File: src/rtl/lcdt_pkg.sv
// Package: register addresses, bit positions, field widths and the packed
// timing-word layout shared by every module of the raster timing generator.
// Assumes a 32-bit register bus with word addresses.
package lcdt_pkg;

    localparam int unsigned DATA_W = 32;
    localparam int unsigned ADDR_W = 3;
    localparam int unsigned ACT_W  = 10;
    localparam int unsigned SW_W   = 6;
    localparam int unsigned PORCH_W = 8;
    localparam int unsigned DIV_W  = 8;
    localparam int unsigned ST_W   = 2;

    typedef enum logic [ADDR_W-1:0] {
        A_CTRL = 3'd0,
        A_HTIM = 3'd1,
        A_VTIM = 3'd2,
        A_CLK  = 3'd3,
        A_STAT = 3'd4
    } reg_addr_e;

    // control word bit positions
    localparam int unsigned C_EN      = 0;
    localparam int unsigned C_TFT     = 1;
    localparam int unsigned C_DONE_M  = 8;
    localparam int unsigned C_FRAME_M = 9;

    // status bit positions
    localparam int unsigned S_DONE  = 0;
    localparam int unsigned S_FRAME = 1;

    // clock word: polarity bits and the mask of storable bits
    localparam int unsigned K_VS_INV = 20;
    localparam int unsigned K_HS_INV = 21;
    localparam logic [DATA_W-1:0] K_MASK = 32'h03F0_FFFF;

    localparam logic [DIV_W-1:0] MIN_DIV_TFT = 8'd2;
    localparam logic [DIV_W-1:0] MIN_DIV_PAS = 8'd3;

    // one packed timing word (same layout for horizontal and vertical)
    typedef struct packed {
        logic [PORCH_W-1:0] bp;
        logic [PORCH_W-1:0] fp;
        logic [SW_W-1:0]    sw;
        logic [ACT_W-1:0]   act;
    } timing_t;

    // divider actually applied after raising it to the mode minimum
    function automatic logic [DIV_W-1:0] eff_div(input logic [DIV_W-1:0] d,
                                                 input logic tft);
        logic [DIV_W-1:0] lo;
        lo = tft ? MIN_DIV_TFT : MIN_DIV_PAS;
        return (d < lo) ? lo : d;
    endfunction

endpackage

File: src/rtl/lcdt_regs.sv
// Register file: control, two timing words, clock word and status.
// Status bits are write-one-to-clear with set priority; the interrupt is
// the masked OR of status. A control write that drops the enable bit also
// drops the frame-start mask. Assumes single-cycle writes.
module lcdt_regs
    import lcdt_pkg::*;
(
    input  logic              clk,
    input  logic              rst_n,
    input  logic              wr_en_i,
    input  logic [ADDR_W-1:0] wr_addr_i,
    input  logic [DATA_W-1:0] wr_data_i,
    input  logic [ADDR_W-1:0] rd_addr_i,
    output logic [DATA_W-1:0] rd_data_o,
    input  logic              done_evt_i,
    input  logic              frame_evt_i,
    output logic              en_o,
    output logic              tft_o,
    output timing_t           htim_o,
    output timing_t           vtim_o,
    output logic [DIV_W-1:0]  div_o,
    output logic              hs_inv_o,
    output logic              vs_inv_o,
    output logic              done_mask_o,
    output logic              frame_mask_o,
    output logic [ST_W-1:0]   status_o,
    output logic              irq_o
);

    logic [DATA_W-1:0] clkw_q;
    logic              wr_ctrl, wr_stat;
    logic [ST_W-1:0]   st_set, st_clr;

    assign wr_ctrl = wr_en_i && (wr_addr_i == A_CTRL);
    assign wr_stat = wr_en_i && (wr_addr_i == A_STAT);

    // control bits; disabling forces the frame-start mask low
    always_ff @(posedge clk) begin
        if (!rst_n) begin
            en_o         <= 1'b0;
            tft_o        <= 1'b0;
            done_mask_o  <= 1'b0;
            frame_mask_o <= 1'b0;
        end else if (wr_ctrl) begin
            en_o         <= wr_data_i[C_EN];
            tft_o        <= wr_data_i[C_TFT];
            done_mask_o  <= wr_data_i[C_DONE_M];
            frame_mask_o <= (en_o && !wr_data_i[C_EN]) ? 1'b0 : wr_data_i[C_FRAME_M];
        end
    end

    // timing and clock words
    always_ff @(posedge clk) begin
        if (!rst_n) begin
            htim_o <= '0;
            vtim_o <= '0;
            clkw_q <= '0;
        end else if (wr_en_i) begin
            if (wr_addr_i == A_HTIM) htim_o <= timing_t'(wr_data_i);
            if (wr_addr_i == A_VTIM) vtim_o <= timing_t'(wr_data_i);
            if (wr_addr_i == A_CLK)  clkw_q <= wr_data_i & K_MASK;
        end
    end

    assign div_o    = clkw_q[DIV_W-1:0];
    assign vs_inv_o = clkw_q[K_VS_INV];
    assign hs_inv_o = clkw_q[K_HS_INV];

    assign st_set[S_DONE]  = done_evt_i;
    assign st_set[S_FRAME] = frame_evt_i;
    assign st_clr          = wr_stat ? wr_data_i[ST_W-1:0] : '0;

    // one sticky status flop per bit, set beats clear
    for (genvar i = 0; i < ST_W; i++) begin : g_st
        always_ff @(posedge clk) begin
            if (!rst_n)         status_o[i] <= 1'b0;
            else if (st_set[i]) status_o[i] <= 1'b1;
            else if (st_clr[i]) status_o[i] <= 1'b0;
        end
    end

    assign irq_o = (status_o[S_DONE] && done_mask_o) || (status_o[S_FRAME] && frame_mask_o);

    // read multiplexer
    always_comb begin
        rd_data_o = '0;
        case (rd_addr_i)
            A_CTRL: begin
                rd_data_o[C_EN]      = en_o;
                rd_data_o[C_TFT]     = tft_o;
                rd_data_o[C_DONE_M]  = done_mask_o;
                rd_data_o[C_FRAME_M] = frame_mask_o;
            end
            A_HTIM:  rd_data_o = DATA_W'(htim_o);
            A_VTIM:  rd_data_o = DATA_W'(vtim_o);
            A_CLK:   rd_data_o = clkw_q;
            A_STAT:  rd_data_o[ST_W-1:0] = status_o;
            default: rd_data_o = '0;
        endcase
    end

endmodule

File: src/rtl/lcdt_pixdiv.sv
// Pixel clock divider: free-running counter that emits a one-clock enable
// every N system clocks, N being the programmed divider raised to the
// minimum of the selected panel mode. Tolerates the divider shrinking
// below the current count by comparing with >=.
module lcdt_pixdiv
    import lcdt_pkg::*;
(
    input  logic             clk,
    input  logic             rst_n,
    input  logic [DIV_W-1:0] div_i,
    input  logic             tft_i,
    output logic             tick_o
);

    localparam logic [DIV_W-1:0] ONE = DIV_W'(1);

    logic [DIV_W-1:0] cnt_q;
    logic [DIV_W-1:0] lim;

    assign lim    = eff_div(div_i, tft_i) - ONE;
    assign tick_o = (cnt_q >= lim);

    // count system clocks between pixel enables
    always_ff @(posedge clk) begin
        if (!rst_n)      cnt_q <= '0;
        else if (tick_o) cnt_q <= '0;
        else             cnt_q <= cnt_q + ONE;
    end

endmodule

File: src/rtl/lcdt_raster.sv
// Raster sequencer: pixel and line counters stepped by the pixel enable,
// sync/data-enable decode, and frame-start / done events. The enable input
// is examined only when a frame would begin, so a stop always lands after
// the last pixel of a whole frame. Assumes CNT_W holds the longest frame.
module lcdt_raster
    import lcdt_pkg::*;
#(
    parameter int unsigned CNT_W = 12
) (
    input  logic             clk,
    input  logic             rst_n,
    input  logic             tick_i,
    input  logic             en_i,
    input  timing_t          htim_i,
    input  timing_t          vtim_i,
    input  logic             hs_inv_i,
    input  logic             vs_inv_i,
    output logic             running_o,
    output logic             hsync_o,
    output logic             vsync_o,
    output logic             de_o,
    output logic [ACT_W-1:0] pixel_x_o,
    output logic [ACT_W-1:0] line_y_o,
    output logic             done_evt_o,
    output logic             frame_evt_o
);

    localparam logic [CNT_W-1:0] ONE = CNT_W'(1);

    logic [CNT_W-1:0] h_q, v_q;
    logic [CNT_W-1:0] h_sync_end, h_act_beg, h_act_end, h_last;
    logic [CNT_W-1:0] v_sync_end, v_act_beg, v_act_end, v_last;
    logic             h_end, v_end, hs_act, vs_act, h_in, v_in;

    // segment boundaries from the timing words
    always_comb begin
        h_sync_end = CNT_W'(htim_i.sw) + ONE;
        h_act_beg  = h_sync_end + CNT_W'(htim_i.bp) + ONE;
        h_act_end  = h_act_beg + CNT_W'(htim_i.act) + ONE;
        h_last     = h_act_end + CNT_W'(htim_i.fp);
        v_sync_end = CNT_W'(vtim_i.sw) + ONE;
        v_act_beg  = v_sync_end + CNT_W'(vtim_i.bp);
        v_act_end  = v_act_beg + CNT_W'(vtim_i.act) + ONE;
        v_last     = v_act_end + CNT_W'(vtim_i.fp) - ONE;
    end

    assign h_end = (h_q >= h_last);
    assign v_end = (v_q >= v_last);

    // counter and run-state update on every pixel enable
    always_ff @(posedge clk) begin
        if (!rst_n) begin
            running_o <= 1'b0;
            h_q       <= '0;
            v_q       <= '0;
        end else if (tick_i) begin
            if (!running_o) begin
                if (en_i) begin
                    running_o <= 1'b1;
                    h_q       <= '0;
                    v_q       <= '0;
                end
            end else if (h_end) begin
                h_q <= '0;
                if (v_end) begin
                    v_q <= '0;
                    if (!en_i) running_o <= 1'b0;
                end else begin
                    v_q <= v_q + ONE;
                end
            end else begin
                h_q <= h_q + ONE;
            end
        end
    end

    assign frame_evt_o = tick_i && en_i && (!running_o || (h_end && v_end));
    assign done_evt_o  = tick_i && !en_i && running_o && h_end && v_end;

    // output decode from the counters
    always_comb begin
        hs_act    = running_o && (h_q < h_sync_end);
        vs_act    = running_o && (v_q < v_sync_end);
        h_in      = (h_q >= h_act_beg) && (h_q < h_act_end);
        v_in      = (v_q >= v_act_beg) && (v_q < v_act_end);
        de_o      = running_o && h_in && v_in;
        hsync_o   = hs_act ^ hs_inv_i;
        vsync_o   = vs_act ^ vs_inv_i;
        pixel_x_o = de_o ? ACT_W'(h_q - h_act_beg) : '0;
        line_y_o  = de_o ? ACT_W'(v_q - v_act_beg) : '0;
    end

endmodule

File: src/rtl/lcd_raster_timer.sv
// Top of the LCD raster timing generator: register file, pixel clock
// divider and raster sequencer. Registers are written and read on the
// system clock; all panel outputs are decoded from registered state.
module lcd_raster_timer
    import lcdt_pkg::*;
#(
    parameter int unsigned CNT_W = 12
) (
    input  logic              clk,
    input  logic              rst_n,
    input  logic              wr_en_i,
    input  logic [ADDR_W-1:0] wr_addr_i,
    input  logic [DATA_W-1:0] wr_data_i,
    input  logic [ADDR_W-1:0] rd_addr_i,
    output logic [DATA_W-1:0] rd_data_o,
    output logic              pclk_en_o,
    output logic              hsync_o,
    output logic              vsync_o,
    output logic              de_o,
    output logic [ACT_W-1:0]  pixel_x_o,
    output logic [ACT_W-1:0]  line_y_o,
    output logic              tft_o,
    output logic              irq_o
);

    logic             en, tft, hs_inv, vs_inv, done_mask, frame_mask;
    logic             tick, running, done_evt, frame_evt;
    logic [DIV_W-1:0] div;
    logic [ST_W-1:0]  status;
    timing_t          htim, vtim;

    lcdt_regs u_regs (
        .clk          (clk),
        .rst_n        (rst_n),
        .wr_en_i      (wr_en_i),
        .wr_addr_i    (wr_addr_i),
        .wr_data_i    (wr_data_i),
        .rd_addr_i    (rd_addr_i),
        .rd_data_o    (rd_data_o),
        .done_evt_i   (done_evt),
        .frame_evt_i  (frame_evt),
        .en_o         (en),
        .tft_o        (tft),
        .htim_o       (htim),
        .vtim_o       (vtim),
        .div_o        (div),
        .hs_inv_o     (hs_inv),
        .vs_inv_o     (vs_inv),
        .done_mask_o  (done_mask),
        .frame_mask_o (frame_mask),
        .status_o     (status),
        .irq_o        (irq_o)
    );

    lcdt_pixdiv u_div (
        .clk    (clk),
        .rst_n  (rst_n),
        .div_i  (div),
        .tft_i  (tft),
        .tick_o (tick)
    );

    lcdt_raster #(.CNT_W(CNT_W)) u_raster (
        .clk         (clk),
        .rst_n       (rst_n),
        .tick_i      (tick),
        .en_i        (en),
        .htim_i      (htim),
        .vtim_i      (vtim),
        .hs_inv_i    (hs_inv),
        .vs_inv_i    (vs_inv),
        .running_o   (running),
        .hsync_o     (hsync_o),
        .vsync_o     (vsync_o),
        .de_o        (de_o),
        .pixel_x_o   (pixel_x_o),
        .line_y_o    (line_y_o),
        .done_evt_o  (done_evt),
        .frame_evt_o (frame_evt)
    );

    assign pclk_en_o = tick;
    assign tft_o     = tft;

endmodule

File: config.mk
export PLATFORM = sky130hd
export DESIGN_NAME = lcd_raster_timer
export DESIGN_NICKNAME = d
export VERILOG_FILES = /design/src/rtl/lcdt_pkg.sv /design/src/rtl/lcdt_regs.sv /design/src/rtl/lcdt_pixdiv.sv /design/src/rtl/lcdt_raster.sv /design/src/rtl/lcd_raster_timer.sv
export SDC_FILE = /design/constraint.sdc
export NUM_CORES = 1
export LEC_CHECK = 0
export BUFFER_PORTS_ARGS = -buffer_cell sky130_fd_sc_hd__buf_2
export CORE_ASPECT_RATIO = 0.6
export CORE_MARGIN = 2
export CORE_UTILIZATION = 65
export CTS_CLUSTER_DIAMETER = 120
export DETAILED_ROUTE_END_ITERATION = 16
export GPL_TIMING_DRIVEN = 1
export PLACE_DENSITY = 0.95
export SYNTH_ARGS = -nofsm -noshare
export SYNTH_HDL_FRONTEND = slang
export SYNTH_SLANG_ARGS = --single-unit
File: constraint.sdc
create_clock -name clk -period 16.6 [get_ports clk]
set_input_delay 2.49 -clock clk [delete_from_list [all_inputs] [get_ports clk]]
set_output_delay 2.49 -clock clk [all_outputs]
set_load 0.005 [all_outputs]
Yosys cells after proc, flatten, opt, wreduce, memory -nomap -nowiden
Cells that the tools add are included.

Reductions and logical operators: 34. $add $sub $neg: 18. Equality and inequality tests: 9. Order comparisons: 10. Mux-type cells: 24. Bitwise operators: 3.

Operators with widths (count): $mux W12 (6); $pmux W22 S3 (1); $add A12 B1 Y12 const B (5); $ge A12 B12 Y1 (4); $add A12 B8 Y12 (3); $add A12 B10 Y12 (2); $lt A12 B12 Y1 (2); $lt A12 B7 Y1 (2); $mux W10 (2); $sub A10 B10 Y10 (2); $logic_and A1 B1 Y1 (18); $pmux W6 S3 (1); $add A6 B1 Y7 const B (2); $eq A3 B2 Y1 const B (4); $sub A12 B1 Y12 const B (1); $mux W1 (10); $pmux W2 S5 (1); $add A7 B8 Y9 (1); $add A8 B1 Y8 const B (1); $ge A8 B8 Y1 (1); $lt A8 B8 Y1 (1); $mux W8 (1); $pmux W2 S4 (1); $reduce_and A2 Y1 (4); other kinds (13) (22).

Bits in registers: 125. Input bits: 41. Output and inout port bits: 58. Word-level logic and storage cells: 117.

Logic depth before layout (Yosys ltp)
Gate-level depths: netlist of the first run.

Depth after elaboration: 11. Depth in mapped cells: 28. Gate-level depth less buffers: 27.

By module
A second synthesis of the first run with hierarchy kept.

Cells, all modules: 1335. Area, all modules: 10776.6 µm².

By module, submodules not included: lcdt_raster (area an instance 6012.0 µm², cells each 765, times used 1, seq. area each 500.5 µm²); lcdt_regs (area an instance 4154.0 µm², cells each 498, times used 1, seq. area each 1841.8 µm²); lcdt_pixdiv (area an instance 610.6 µm², cells each 72, times used 1, seq. area each 160.2 µm²).

Least setup slack after synthesis of the first run
Ideal clock, no wire load.

Path kind: register to output. Start: register u_regs.htim_o[10] (netlist bit). End: output line_y_o[2]. Path slack: 9.674 ns. Buffers on the path: 1. Data required time: 14.110 ns. Data arrival time: 4.436 ns. Stages on the path, launching flop included: 23. Cells stage by stage: dfxtp_1 ha_1 ha_1 a21o_1 a21o_1 a21o_1 a21o_1 a31oi_1 xnor2_1 ha_1 a21oi_1 o21ai_0 a41oi_1 nand2b_1 xnor2_1 ha_1 nand4b_1 a211o_1 a31oi_1 a2111oi_0 o21ai_1 buf_2 nor3_1.

Longest elaborated chain between the ends: 10. Elaborated cells on any way between the ends: 11. Those cells by class: 5 x add/sub; 2 x order compare; 1 x mux; 3 x reduce/logical.

RTL lines: start, declared (RTL line lcdt_regs.sv:19) `output timing_t htim_o,`; start signal, assigned (RTL line lcdt_regs.sv:59) `if (wr_addr_i == A_HTIM) htim_o <= timing_t'(wr_data_i);`; $add A6 B1 Y7 (*) (RTL line lcdt_raster.sv:37) `h_sync_end = CNT_W'(htim_i.sw) + ONE;`; $add A12 B8 Y12 (*) (RTL line lcdt_raster.sv:38) `h_act_beg = h_sync_end + CNT_W'(htim_i.bp) + ONE;`; $add A12 B1 Y12 (*) (RTL line lcdt_raster.sv:38); $add A12 B10 Y12 (RTL line lcdt_raster.sv:39) `h_act_end = h_act_beg + CNT_W'(htim_i.act) + ONE;`; $add A12 B1 Y12 (RTL line lcdt_raster.sv:39); $lt A12 B12 Y1 (RTL line lcdt_raster.sv:84) `h_in = (h_q >= h_act_beg) && (h_q < h_act_end);`; $logic_and A1 B1 Y1 (*) (RTL line lcdt_raster.sv:84); $logic_and A1 B1 Y1 (*) (2 in series) (RTL line lcdt_raster.sv:86) `de_o = running_o && h_in && v_in;`; $mux W10 (*) (RTL line lcdt_raster.sv:90) `line_y_o = de_o ? ACT_W'(v_q - v_act_beg) : '0;`; end, declared (RTL line lcd_raster_timer.sv:21) `output logic [ACT_W-1:0] line_y_o,`.

Every way passes the cells marked *; elsewhere a longest branch is shown, timed or not.

Worst setup path after layout of the first run
Start: register u_regs.htim_o[10] (netlist bit). End: output pixel_x_o[2].

Longest elaborated chain between the ends: 10. Elaborated cells on any way between the ends: 12. Those cells by class: 6 x add/sub; 2 x order compare; 1 x mux; 3 x reduce/logical.

RTL lines: $add A6 B1 Y7 (*) (RTL line lcdt_raster.sv:37); $add A12 B8 Y12 (*) (RTL line lcdt_raster.sv:38); $add A12 B1 Y12 (*) (RTL line lcdt_raster.sv:38); $add A12 B10 Y12 (RTL line lcdt_raster.sv:39); $add A12 B1 Y12 (RTL line lcdt_raster.sv:39); $lt A12 B12 Y1 (RTL line lcdt_raster.sv:84); $logic_and A1 B1 Y1 (RTL line lcdt_raster.sv:84); $logic_and A1 B1 Y1 (2 in series) (RTL line lcdt_raster.sv:86); $mux W10 (*) (RTL line lcdt_raster.sv:89) `pixel_x_o = de_o ? ACT_W'(h_q - h_act_beg) : '0;`; end, declared (RTL line lcd_raster_timer.sv:20) `output logic [ACT_W-1:0] pixel_x_o,`.

Marks and branches as above.

==> metrics.txt, run 1 <==
share of the yosys chip area belonging to registers=23.2%; count of different cell masters after synthesis=70; post-route minimum period=8.21 ns; number of H-tree branching levels=4; overall global routing resource usage=37.0%; Buffers on Ports=98; count of buffers added by post-CTS timing repair for setup=0; fraction of the core area covered by cells at the end of the flow=73.8%; Setup crit end kind=primary output; count of instances resized after the clock tree is built=0; Worst Hold Margin=0.464 ns; syn_nets=1567; clock slew at reported path FFs=0.06 ns; maximum clock path buffer count=2; maximum ir drop on the vdd rail=0.0969 mV; warnings from Yosys=0; number of max-cap violations=0; Skew-Pair Late Insertion Delay=0.44 ns; number of antenna violations at the first check in global routing=0; reg2reg end=u_raster.v_q[8]; core area=0.0162 mm2; Seq pwr share=35.2%; layout filler cell count=1206; outcome=finished clean; Via Count=10613; number of clock buffers inserted by TritonCTS=17; instance area at placement=0.0113 mm2; Post-synth EDFFs=0; clock root buffer=sky130_fd_sc_hd__clkbuf_16; synthesis-to-finish area growth=11.0%; share of final-layout standard cells stronger than drive strength 1=12.2%; proportion of power drawn by combinational gates=20.5%; total of hold buffers inserted after clock tree synthesis=0; number of antenna-violating nets in the routed design=0; post-layout power=0.907 mW; wire length of the first global-routing pass=51.1 mm; post-route non-filler standard cell count=1657; number of iterations in the first detailed-routing pass=5; power density over the cells=75.8 mW/mm2; total wirelength of the detailed-routed design=33.0 mm; Max-Slew Margin vs Limit=19.8%; overflow left after global routing=0; largest net degree at the start of global routing=119; DRC violation total after the first TritonRoute iteration=1421; switching share of power=31.0%; required time at the worst-slack endpoint=14.11 ns; final design instance area without fill=0.0120 mm2; Worst Path Class, Setup=reg2out; IO Pins=99; Core Rows=36; global route hottest layer=met1; share of power burned in the clock network=44.3%; leakage power=5.27 nW; start point of the worst hold path=u_regs.clkw_q[12]; cell area after synthesis=0.0108 mm2; setup tns final=0 ns; overall die height=104 um; register-to-register setup slack=9.85 ns; worst-case clock skew=0.0149 ns; pre-CTS WS=8.97 ns; GR Layer Usage met3=10.4%; starting utilization of the core area=66.5%; transition time of the tightest slew-check pin=1.20 ns; cells after synthesis=1371; DIE AREA=0.0177 mm2; TritonCTS clock tree=built; Hold WC Path Type=reg2reg; # setup viols final=0; kind of start point of the critical path=flop; routed wire length per instance=19.9 um; dominant synthesized flop cell=sky130_fd_sc_hd__dfxtp_1; last weighted congestion value of the routability-driven placer=1.01; sinks on the clock net=125; post-synthesis sequential element count=125; ratio of final minimum period to clock period=49.4%; setup repair after global routing missed its margin=no; hold depth=2; GR Layer Usage met1=53.8%; Arrival @ worst endpoint=5.72 ns; post-placement cell count=1625; internal power=0.626 mW; horizontal extent of the die=170 um; antenna cells=0; Endpoint, Worst Hold=u_regs.clkw_q[12]; fraction of synthesis flops using an asynchronous set or reset pin=0%; max-slew violation count=0; number of cell instances on the worst register-to-register path=25; met2 track utilization from global routing=52.9%; total half-perimeter wirelength after legalization and detailed placement=24.2 mm; post-DR vias/cell=6.40; smallest setup slack after layout=8.39 ns; mean cell area of the mapped netlist=7.86 um2; Hold Fails Final Rpt=0; Crit Path Max Fanout=21; net count reported at finish=1631; via count of the first global-routing pass=9591; # DRC=0; maximum frequency from static timing analysis=122 MHz; origin of the critical flop-to-flop path=u_regs.vtim_o[12]; switching component of the power=0.281 mW
flip-flops by register name, indices dropped and copies added, names as in the netlist:
register,flops
u_regs.status_o,2
u_regs.done_mask_o,1
u_raster.running_o,1
u_regs.clkw_q,22
u_regs.tft_o,1
u_raster.v_q,12
u_regs.htim_o,32
u_regs.frame_mask_o,1
u_raster.h_q,12
u_regs.vtim_o,32
u_div.cnt_q,8
u_regs.en_o,1
cells in the final DEF (no fill, tap or decap), types with 13 or more instances in the layout:
cell type and instances:
sky130_fd_sc_hd__ha_1 147, sky130_fd_sc_hd__nor3b_1 13, sky130_fd_sc_hd__a21boi_0 91, sky130_fd_sc_hd__nor2b_1 22, sky130_fd_sc_hd__xor2_1 43, sky130_fd_sc_hd__nor3_1 35
sky130_fd_sc_hd__nand3_1 29, sky130_fd_sc_hd__xnor2_1 46, sky130_fd_sc_hd__a21oi_1 55, sky130_fd_sc_hd__o21ai_0 53, sky130_fd_sc_hd__o21a_1 19, sky130_fd_sc_hd__inv_1 91
sky130_fd_sc_hd__a21o_1 19, sky130_fd_sc_hd__clkbuf_16 17, sky130_fd_sc_hd__nand2b_1 15, sky130_fd_sc_hd__mux2_2 15, sky130_fd_sc_hd__nand2_1 226, sky130_fd_sc_hd__a22oi_1 29
sky130_fd_sc_hd__dfxtp_1 125, sky130_fd_sc_hd__buf_2 98, sky130_fd_sc_hd__nor2_1 83
worst max-delay path by stage:
stage                         to              start  slack [ns]
floorplan            line_y_o[2]  u_regs.htim_o[10]        9.67
global placement    pixel_x_o[2]  u_regs.htim_o[10]        9.19
detailed placement  pixel_x_o[2]  u_regs.htim_o[10]        8.97
CTS                 pixel_x_o[2]  u_regs.htim_o[10]        8.49
global route        pixel_x_o[2]  u_regs.htim_o[10]        8.02
finish              pixel_x_o[2]  u_regs.htim_o[10]        8.39
logic make-up (layout without fill, tap and decap cells):
kind of cell	after synthesis	in the layout	share of synthesized area [%]
xor+xnor	90	90	7.45
mux	23	23	2.66
fa+ha+maj	156	156	18.6
compound gates	342	342	21.9
other cells	1	1	0.0348
simple gates	481	481	20.5
flops	125	125	23.2
buf+inv	153	230	5.62
routing by layer:
layer	routed length, um	part of all wire (%)
met5	0	0
met4	768	2.3
met3	4320	13
met2	13500	41
met1	14400	44
worst max-delay path, stage by stage (launching register included):
cell                        delay [ns]
sky130_fd_sc_hd__dfxtp_1          0.46
sky130_fd_sc_hd__ha_1             0.33
sky130_fd_sc_hd__ha_1             0.30
sky130_fd_sc_hd__a21o_1           0.17
sky130_fd_sc_hd__a21o_1           0.20
sky130_fd_sc_hd__a21o_1           0.19
sky130_fd_sc_hd__a21o_1           0.20
sky130_fd_sc_hd__a31oi_1          0.30
sky130_fd_sc_hd__xnor2_1          0.16
sky130_fd_sc_hd__ha_1             0.31
sky130_fd_sc_hd__a21oi_1          0.16
sky130_fd_sc_hd__o21ai_0          0.08
sky130_fd_sc_hd__a41oi_1          0.29
sky130_fd_sc_hd__nand2b_1         0.11
sky130_fd_sc_hd__xnor2_1          0.25
sky130_fd_sc_hd__ha_1             0.30
sky130_fd_sc_hd__nand4b_1         0.11
sky130_fd_sc_hd__a211o_1          0.10
sky130_fd_sc_hd__a31oi_1          0.03
sky130_fd_sc_hd__a2111oi_0        0.42
sky130_fd_sc_hd__o21ai_1          0.14
sky130_fd_sc_hd__buf_4            0.23
sky130_fd_sc_hd__nor4_1           0.28
sky130_fd_sc_hd__buf_2            0.16
final cells by class:
type	count	area, um2	share of cell area (%)
inverters	91	342	2.86
flip-flops and latches	125	2500	20.9
repair buffers	107	558	4.66
clock inverters	14	183	1.53
well taps	209	262	2.19
clock buffers	18	439	3.67
multi-input cells	1093	7680	64.2
cell usage after synthesis, types with 23 or more instances:
| library cell | instances | area [um2] |
|---|---|---|
| sky130_fd_sc_hd__dfxtp_1 | 125 | 2500 |
| sky130_fd_sc_hd__a22oi_1 | 29 | 218 |
| sky130_fd_sc_hd__nand3_1 | 29 | 145 |
| sky130_fd_sc_hd__nor2b_1 | 23 | 144 |
| sky130_fd_sc_hd__inv_1 | 91 | 342 |
| sky130_fd_sc_hd__xor2_1 | 43 | 377 |
| sky130_fd_sc_hd__o21ai_0 | 53 | 265 |
| sky130_fd_sc_hd__xnor2_1 | 46 | 403 |
| sky130_fd_sc_hd__nand2_1 | 226 | 848 |
| sky130_fd_sc_hd__a21boi_0 | 91 | 683 |
| sky130_fd_sc_hd__nor2_1 | 84 | 315 |
| sky130_fd_sc_hd__clkbuf_1 | 49 | 184 |
| sky130_fd_sc_hd__a21oi_1 | 55 | 275 |
| sky130_fd_sc_hd__ha_1 | 147 | 1840 |
| sky130_fd_sc_hd__nor3_1 | 35 | 175 |
power by group through the flow:
stage	clock (mW)	sequential [mW]	combinational, mW
final	0.402	0.319	0.186
after floorplan	0	0.320	0.132
after global placement	0	0.323	0.170
after detailed placement	0	0.324	0.179
after CTS	0.399	0.318	0.181
after global routing	0.415	0.320	0.204
Power figures use the tool's default switching activity.
==> inputs of run 2 (changes only) <==
--- a/config.mk
+++ b/config.mk
@@ -8,11 +8,11 @@
 export BUFFER_PORTS_ARGS = -buffer_cell sky130_fd_sc_hd__buf_2
 export CORE_ASPECT_RATIO = 0.6
 export CORE_MARGIN = 2
-export CORE_UTILIZATION = 65
+export CORE_UTILIZATION = 61
 export CTS_CLUSTER_DIAMETER = 120
 export DETAILED_ROUTE_END_ITERATION = 16
 export GPL_TIMING_DRIVEN = 1
-export PLACE_DENSITY = 0.95
+export PLACE_DENSITY = 0.94
 export SYNTH_ARGS = -nofsm -noshare
 export SYNTH_HDL_FRONTEND = slang
 export SYNTH_SLANG_ARGS = --single-unit
==> constraint.sdc (replaced) <==
create_clock -name clk -period 7.7 [get_ports clk]
set_input_delay 1.155 -clock clk [delete_from_list [all_inputs] [get_ports clk]]
set_output_delay 1.155 -clock clk [all_outputs]
set_load 0.005 [all_outputs]
==> run 2 against run 1 <==
Combinational power is 120% higher. Sequential power is 120% higher. Die area is 6.4% higher. Largest cell class unchanged. Utilization is 4.6 points lower. Largest power group unchanged. Clock-buffer cell count is 1 higher. Final area is 0.38% lower. Clock power is 96% higher. Sequential share of layout area is 0.079 points higher. Worst setup slack worse by 7.6 ns.
==> metrics.txt, run 2 (synthesized netlist as in run 1, its figures left out) <==
outcome=finished clean; most common cell after layout, fill and taps aside=sky130_fd_sc_hd__nand2_1; antenna cells=0 (unchanged); Buffers on Ports=98 (unchanged); setup repair after global routing missed its margin=no; DRC violation total after the first TritonRoute iteration=1359 (-4.4%); total half-perimeter wirelength after legalization and detailed placement=24.6 mm (+1.5%); largest net degree at the start of global routing=103 (-13%); setup tns final=0 ns (unchanged); core area=0.0172 mm2 (+6.2%); Crit Path Max Fanout=21 (unchanged); clock slew at reported path FFs=0.07 ns (about the same); ratio of final minimum period to clock period=89.3%; synthesis-to-finish area growth=10.5%; largest registers in the final layout=u_regs.htim_o: 32 flops, u_regs.vtim_o: 32 flops, u_regs.clkw_q: 22 flops; max-slew violation count=0 (unchanged); number of cell instances on the worst register-to-register path=23 (-8.0%); routed wire length per instance=19.7 um (-1.2%); Via Count=10657 (+0.41%); total of hold buffers inserted after clock tree synthesis=0 (unchanged); maximum frequency from static timing analysis=145 MHz; transition time of the tightest slew-check pin=1.15 ns (-0.0461 ns); overflow left after global routing=0 (unchanged); share of final-layout standard cells stronger than drive strength 1=11.9% (-0.32 points); maximum ir drop on the vdd rail=0.166 mV (+71%); post-DR vias/cell=6.35 (-0.90%); Max-Slew Margin vs Limit=22.9% (+3.1 points); hold depth=2 (unchanged); net count reported at finish=1630 (-0.061%); number of max-cap violations=0 (unchanged); Arrival @ worst endpoint=5.72 ns (about the same); wire length of the first global-routing pass=51.8 mm (+1.3%); total wirelength of the detailed-routed design=33.0 mm (+0.10%); number of antenna violations at the first check in global routing=0 (unchanged); sinks on the clock net=125 (unchanged); required time at the worst-slack endpoint=6.55 ns (-7.56 ns); # DRC=0 (unchanged); starting utilization of the core area=62.6% (-3.9 points); TritonCTS clock tree=built; leakage power=5.23 nW (-0.74%); overall global routing resource usage=35.0% (-2.0 points); via count of the first global-routing pass=9819 (+2.4%); Setup crit end kind=primary output; power density over the cells=158 mW/mm2 (+110%); last weighted congestion value of the routability-driven placer=1.06 (+4.9%); worst-case clock skew=0.0163 ns (+0.00138 ns); fraction of the core area covered by cells at the end of the flow=69.2% (-4.6 points); number of H-tree branching levels=4 (unchanged); Worst Path Class, Setup=reg2out; Core Rows=37 (+2.8%); number of clock buffers inserted by TritonCTS=17 (unchanged); overall die height=107 um (+3.1%); horizontal extent of the die=176 um (+3.2%); Hold Fails Final Rpt=0 (unchanged); commonest non-fill, non-tap cells in the layout=sky130_fd_sc_hd__nand2_1, sky130_fd_sc_hd__ha_1, sky130_fd_sc_hd__dfxtp_1; maximum clock path buffer count=2 (unchanged); # setup viols final=0 (unchanged); kind of start point of the critical path=flop; count of buffers added by post-CTS timing repair for setup=0 (unchanged); clock root buffer=sky130_fd_sc_hd__clkbuf_16; count of instances resized after the clock tree is built=0 (unchanged); number of iterations in the first detailed-routing pass=6 (+1); Hold WC Path Type=reg2reg; Skew-Pair Late Insertion Delay=0.44 ns (about the same); DIE AREA=0.0188 mm2 (+6.4%); IO Pins=99 (unchanged); post-route minimum period=6.87 ns; number of antenna-violating nets in the routed design=0 (unchanged)
-- run 2: changes by cell type in the layout (fill, tap and decap cells not counted) --
cell	before	now
sky130_fd_sc_hd__clkbuf_1	0	2
sky130_fd_sc_hd__inv_6	4	2
sky130_fd_sc_hd__buf_4	9	8
sky130_fd_sc_hd__inv_8	1	0
sky130_fd_sc_hd__clkinvlp_4	2	3
sky130_fd_sc_hd__clkinv_2	1	4
sky130_fd_sc_hd__clkinv_4	3	0
sky130_fd_sc_hd__bufinv_16	3	2
sky130_fd_sc_hd__clkbuf_8	1	0
-- run 2: area by class of cell --
class                           count  area (um2)
Clock buffer                       19         433
Clock inverter                     11         120
Fill cell                        1358        5300
Inverter                           91         342
Multi-Input combinational cell   1093        7680
Sequential cell                   125        2500
Tap cell                          234         293
Timing Repair Buffer              106         551
-- run 2: worst paths after layout --
path	start	to	slack [ns]
hold / removal	u_regs.vtim_o[20]	u_regs.vtim_o[20]	0.47
setup reg to reg	u_regs.vtim_o[10]	u_raster.v_q[4]	0.91
hold reg to reg	u_regs.vtim_o[20]	u_regs.vtim_o[20]	0.47
setup / recovery	u_regs.htim_o[10]	pixel_x_o[2]	0.83
-- run 2: worst max-delay path: stages (launching register included) --
cell and delay [ns]:
sky130_fd_sc_hd__dfxtp_1 0.46, sky130_fd_sc_hd__ha_1 0.33, sky130_fd_sc_hd__ha_1 0.29, sky130_fd_sc_hd__a21o_1 0.15, sky130_fd_sc_hd__a21o_1 0.19, sky130_fd_sc_hd__a21o_1 0.17
sky130_fd_sc_hd__a21o_1 0.19, sky130_fd_sc_hd__a31oi_1 0.31, sky130_fd_sc_hd__xnor2_1 0.16, sky130_fd_sc_hd__ha_1 0.31, sky130_fd_sc_hd__a21oi_1 0.17, sky130_fd_sc_hd__o21ai_0 0.09
sky130_fd_sc_hd__a41oi_1 0.28, sky130_fd_sc_hd__nand2b_1 0.11, sky130_fd_sc_hd__xnor2_1 0.28, sky130_fd_sc_hd__ha_1 0.32, sky130_fd_sc_hd__nand4b_1 0.13, sky130_fd_sc_hd__a211o_1 0.11
sky130_fd_sc_hd__a31oi_1 0.04, sky130_fd_sc_hd__a2111oi_0 0.37, sky130_fd_sc_hd__o21ai_1 0.11, sky130_fd_sc_hd__buf_4 0.22, sky130_fd_sc_hd__nor4_1 0.28, sky130_fd_sc_hd__buf_2 0.16
-- run 2: per-layer routing --
layer / wire length [um] / share of wire (%) / GRT usage [%]
met5: 0 / 0 / 0
met3: 4770 / 14 / 11.5
met1: 14000 / 42 / 48.9
met2: 13400 / 41 / 51.4
met4: 787 / 2.4 / 9.68
-- run 2: per-stage QoR --
step | hold slack (ns) | total power, mW | setup slack, ns | cells | area (um2)
after floorplan | 0.440 | 0.975 | 2.11 | 1371 | 10800
after global placement | 0.449 | 1.06 | 1.49 | 1649 | 11400
after detailed placement | 0.460 | 1.09 | 1.23 | 1649 | 11400
after CTS | 0.469 | 1.87 | 0.889 | 1679 | 11900
after global routing | 0.497 | 1.95 | 0.428 | 1679 | 11900
final | 0.471 | 1.88 | 0.827 | 1679 | 11900
-- run 2: where the power goes --
group          switching, mW  internal [mW]  leakage, nW
clock network          0.315          0.471        0.265
logic                  0.247          0.159         3.95
registers             0.0224          0.663         1.01
==> inputs of run 3 (changes only) <==
--- a/config.mk
+++ b/config.mk
@@ -9,6 +9,7 @@
 export CORE_ASPECT_RATIO = 0.6
 export CORE_MARGIN = 2
 export CORE_UTILIZATION = 61
+export CTS_BUF_LIST = sky130_fd_sc_hd__clkbuf_16
 export CTS_CLUSTER_DIAMETER = 120
 export DETAILED_ROUTE_END_ITERATION = 16
 export GPL_TIMING_DRIVEN = 1
==> run 3 against run 2 <==
Clock skew barely moved. Critical path depth did not move. Register-to-register slack barely moved. Critical endpoint unchanged. Sequential power barely moved.
==> metrics.txt, run 3 (synthesized netlist as in run 1, its figures left out) <==
smallest setup slack after layout=0.824 ns (-0.00297 ns); total half-perimeter wirelength after legalization and detailed placement=24.6 mm (unchanged); DRC violation total after the first TritonRoute iteration=1376 (+1.3%); Max-Slew Margin vs Limit=22.8% (-0.066 points); switching share of power=31.2% (+0.038 points); Worst Hold Margin=0.470 ns (-0.000585 ns); largest registers in the final layout=u_regs.htim_o: 32 flops, u_regs.vtim_o: 32 flops, u_regs.clkw_q: 22 flops; commonest non-fill, non-tap cells in the layout=sky130_fd_sc_hd__nand2_1, sky130_fd_sc_hd__ha_1, sky130_fd_sc_hd__dfxtp_1; maximum ir drop on the vdd rail=0.166 mV (+0.33%); register-to-register setup slack=0.90 ns (about the same); outcome=finished clean; critical path's top delay family=compound AO/OA/AOI/OAI gates; share of power burned in the clock network=41.8% (about the same); critical path buffer and inverter count=2 (unchanged); Hold Fails Final Rpt=0 (unchanged); last weighted congestion value of the routability-driven placer=1.06 (unchanged); delay contributed by the slowest stage of the critical path=0.46 ns (about the same); required time at the worst-slack endpoint=6.55 ns (about the same); via count of the first global-routing pass=9819 (unchanged); Skew-Pair Late Insertion Delay=0.43 ns (about the same); TritonCTS clock tree=built; number of clock buffers inserted by TritonCTS=17 (unchanged); Buffers on Ports=98 (unchanged); synthesis-to-finish area growth=10.5% (unchanged); count of buffers added by post-CTS timing repair for setup=0 (unchanged); Hold WC Path Type=reg2reg; hold depth=2 (unchanged); maximum clock path buffer count=2 (unchanged); Seq pwr share=36.6% (about the same); clock slew at reported path FFs=0.07 ns (about the same); # setup viols final=0 (unchanged); horizontal extent of the die=176 um (unchanged); internal power=1.29 mW (-0.20%); start point of the worst hold path=u_regs.vtim_o[20]; layout filler cell count=1358 (unchanged); kind of start point of the critical path=flop; Crit Path Max Fanout=21 (unchanged); pre-CTS WS=1.23 ns (unchanged); sinks on the clock net=125 (unchanged); largest net degree at the start of global routing=103 (unchanged); number of iterations in the first detailed-routing pass=7 (+1); Setup crit end kind=primary output; wire length of the first global-routing pass=51.8 mm (unchanged); post-DR vias/cell=6.32 (-0.44%); post-layout power=1.87 mW (-0.15%); starting utilization of the core area=62.6% (unchanged); overall die height=107 um (unchanged); origin of the critical flop-to-flop path=u_regs.vtim_o[10]; setup repair after global routing missed its margin=no; # DRC=0 (unchanged); number of antenna violations at the first check in global routing=0 (unchanged); net count reported at finish=1630 (unchanged); post-route non-filler standard cell count=1679 (unchanged); number of antenna-violating nets in the routed design=0 (unchanged); antenna cells=0 (unchanged); number of max-cap violations=0 (unchanged); post-route minimum period=6.88 ns (+0.00297 ns); IO Pins=99 (unchanged); Core Rows=37 (unchanged); share of final-layout standard cells stronger than drive strength 1=11.9% (unchanged); Worst path slowest cell=sky130_fd_sc_hd__dfxtp_1; transition time of the tightest slew-check pin=1.16 ns (+0.00172 ns); overflow left after global routing=0 (unchanged); setup tns final=0 ns (unchanged); Worst Path Class, Setup=reg2out; switching component of the power=0.584 mW (about the same); post-placement cell count=1649 (unchanged); max-slew violation count=0 (unchanged); maximum frequency from static timing analysis=145 MHz (about the same); ratio of final minimum period to clock period=89.3% (about the same); number of cell instances on the worst register-to-register path=23 (unchanged); total wirelength of the detailed-routed design=32.9 mm (-0.35%); DIE AREA=0.0188 mm2 (unchanged); Via Count=10610 (-0.44%); reg2reg end=u_raster.v_q[4]; proportion of power drawn by combinational gates=21.6% (about the same); core area=0.0172 mm2 (unchanged); worst-case clock skew=0.0163 ns (-0.0000178 ns); number of H-tree branching levels=4 (unchanged); total of hold buffers inserted after clock tree synthesis=0 (unchanged); most common cell after layout, fill and taps aside=sky130_fd_sc_hd__nand2_1; clock root buffer=sky130_fd_sc_hd__clkbuf_16; power density over the cells=157 mW/mm2 (-0.15%); Endpoint, Worst Hold=u_regs.vtim_o[20]; count of instances resized after the clock tree is built=0 (unchanged); routed wire length per instance=19.6 um (-0.35%); overall global routing resource usage=35.0% (unchanged); leakage power=5.24 nW (+0.16%); Critical Path, Cell by Cell=ha_1 -> ha_1 -> a21o_1 -> a21o_1 -> a21o_1 -> a21o_1 -> a31oi_1 -> xnor2_1 -> ha_1 -> a21oi_1 -> o21ai_0 -> a41oi_1 -> nand2b_1 -> xnor2_1 -> ha_1 -> nand4b_1 -> a211o_1 -> a31oi_1 -> a2111oi_0 -> o21ai_1 -> buf_4 -> nor4_1 -> buf_2; Arrival @ worst endpoint=5.72 ns (about the same)
[run 3: cell count changes in the layout (fill, tap and decap cells not counted), sizes merged]
cell | before | now
inv | 93 | 95
clkbuf | 19 | 17
[run 3: power groups by stage]
stage                     Clock, mW  Combinational, mW  Sequential (mW)
after floorplan                   0              0.285            0.691
after global placement            0              0.363            0.698
after detailed placement          0              0.388            0.699
after CTS                     0.786              0.393            0.685
after global routing          0.816              0.441            0.687
final                         0.784              0.405            0.686
[run 3: worst max path at each step]
stage                            from                to  slack [ns]  cells after the start
CTS                 u_regs.htim_o[10]       line_y_o[0]        0.89                     23
floorplan           u_regs.htim_o[10]       line_y_o[2]        2.11                     22
detailed placement  u_regs.vtim_o[12]  u_raster.v_q[10]        1.23                     26
global placement    u_regs.vtim_o[12]   u_raster.v_q[2]        1.49                     26
finish              u_regs.htim_o[10]      pixel_x_o[2]        0.82                     23
global route        u_regs.htim_o[10]      pixel_x_o[2]        0.43                     23
[run 3: worst register-to-register path: stages, from the launching register on]
cell                      delay (ns)
sky130_fd_sc_hd__dfxtp_1        0.42
sky130_fd_sc_hd__ha_1           0.32
sky130_fd_sc_hd__fa_1           0.66
sky130_fd_sc_hd__fa_1           0.57
sky130_fd_sc_hd__inv_1          0.06
sky130_fd_sc_hd__ha_1           0.29
sky130_fd_sc_hd__inv_1          0.06
sky130_fd_sc_hd__ha_1           0.22
sky130_fd_sc_hd__fa_1           0.42
sky130_fd_sc_hd__a21oi_1        0.20
sky130_fd_sc_hd__nor2_1         0.09
sky130_fd_sc_hd__nor2_1         0.24
sky130_fd_sc_hd__o21ai_0        0.24
sky130_fd_sc_hd__o41ai_1        0.52
sky130_fd_sc_hd__o21ai_0        0.21
sky130_fd_sc_hd__xnor2_1        0.16
sky130_fd_sc_hd__ha_1           0.20
sky130_fd_sc_hd__or4_1          0.39
sky130_fd_sc_hd__a21oi_1        0.15
sky130_fd_sc_hd__o21ai_0        0.14
sky130_fd_sc_hd__a21oi_1        0.17
sky130_fd_sc_hd__buf_4          0.21
sky130_fd_sc_hd__nor3b_2        0.57
sky130_fd_sc_hd__a32o_1         0.22
[run 3: metal layers]
layer	vias up	global-route usage, %	routed length [um]
met5	-	0	0
met4	0	9.68	737
met3	75	11.5	4780
met2	678	51.4	13400
met1	4957	48.9	14000
li1	4900	-	-
[run 3: layout make-up]
cell class	instances	area, um2	area share, %
Inverter	91	342	2.87
Timing Repair Buffer	106	551	4.62
Multi-Input combinational cell	1093	7680	64.4
Clock inverter	13	128	1.07
Sequential cell	125	2500	21.0
Tap cell	234	293	2.46
Clock buffer	17	425	3.57
[run 3: through the flow]
stage	cell area, um2	utilization (%)
6_report	11900	69.2
5_1_grt	11900	69.2
4_1_cts	11900	69.2
3_5_place_dp	11400	66.0
3_3_place_gp	11400	66.0
2_1_floorplan	10800	-
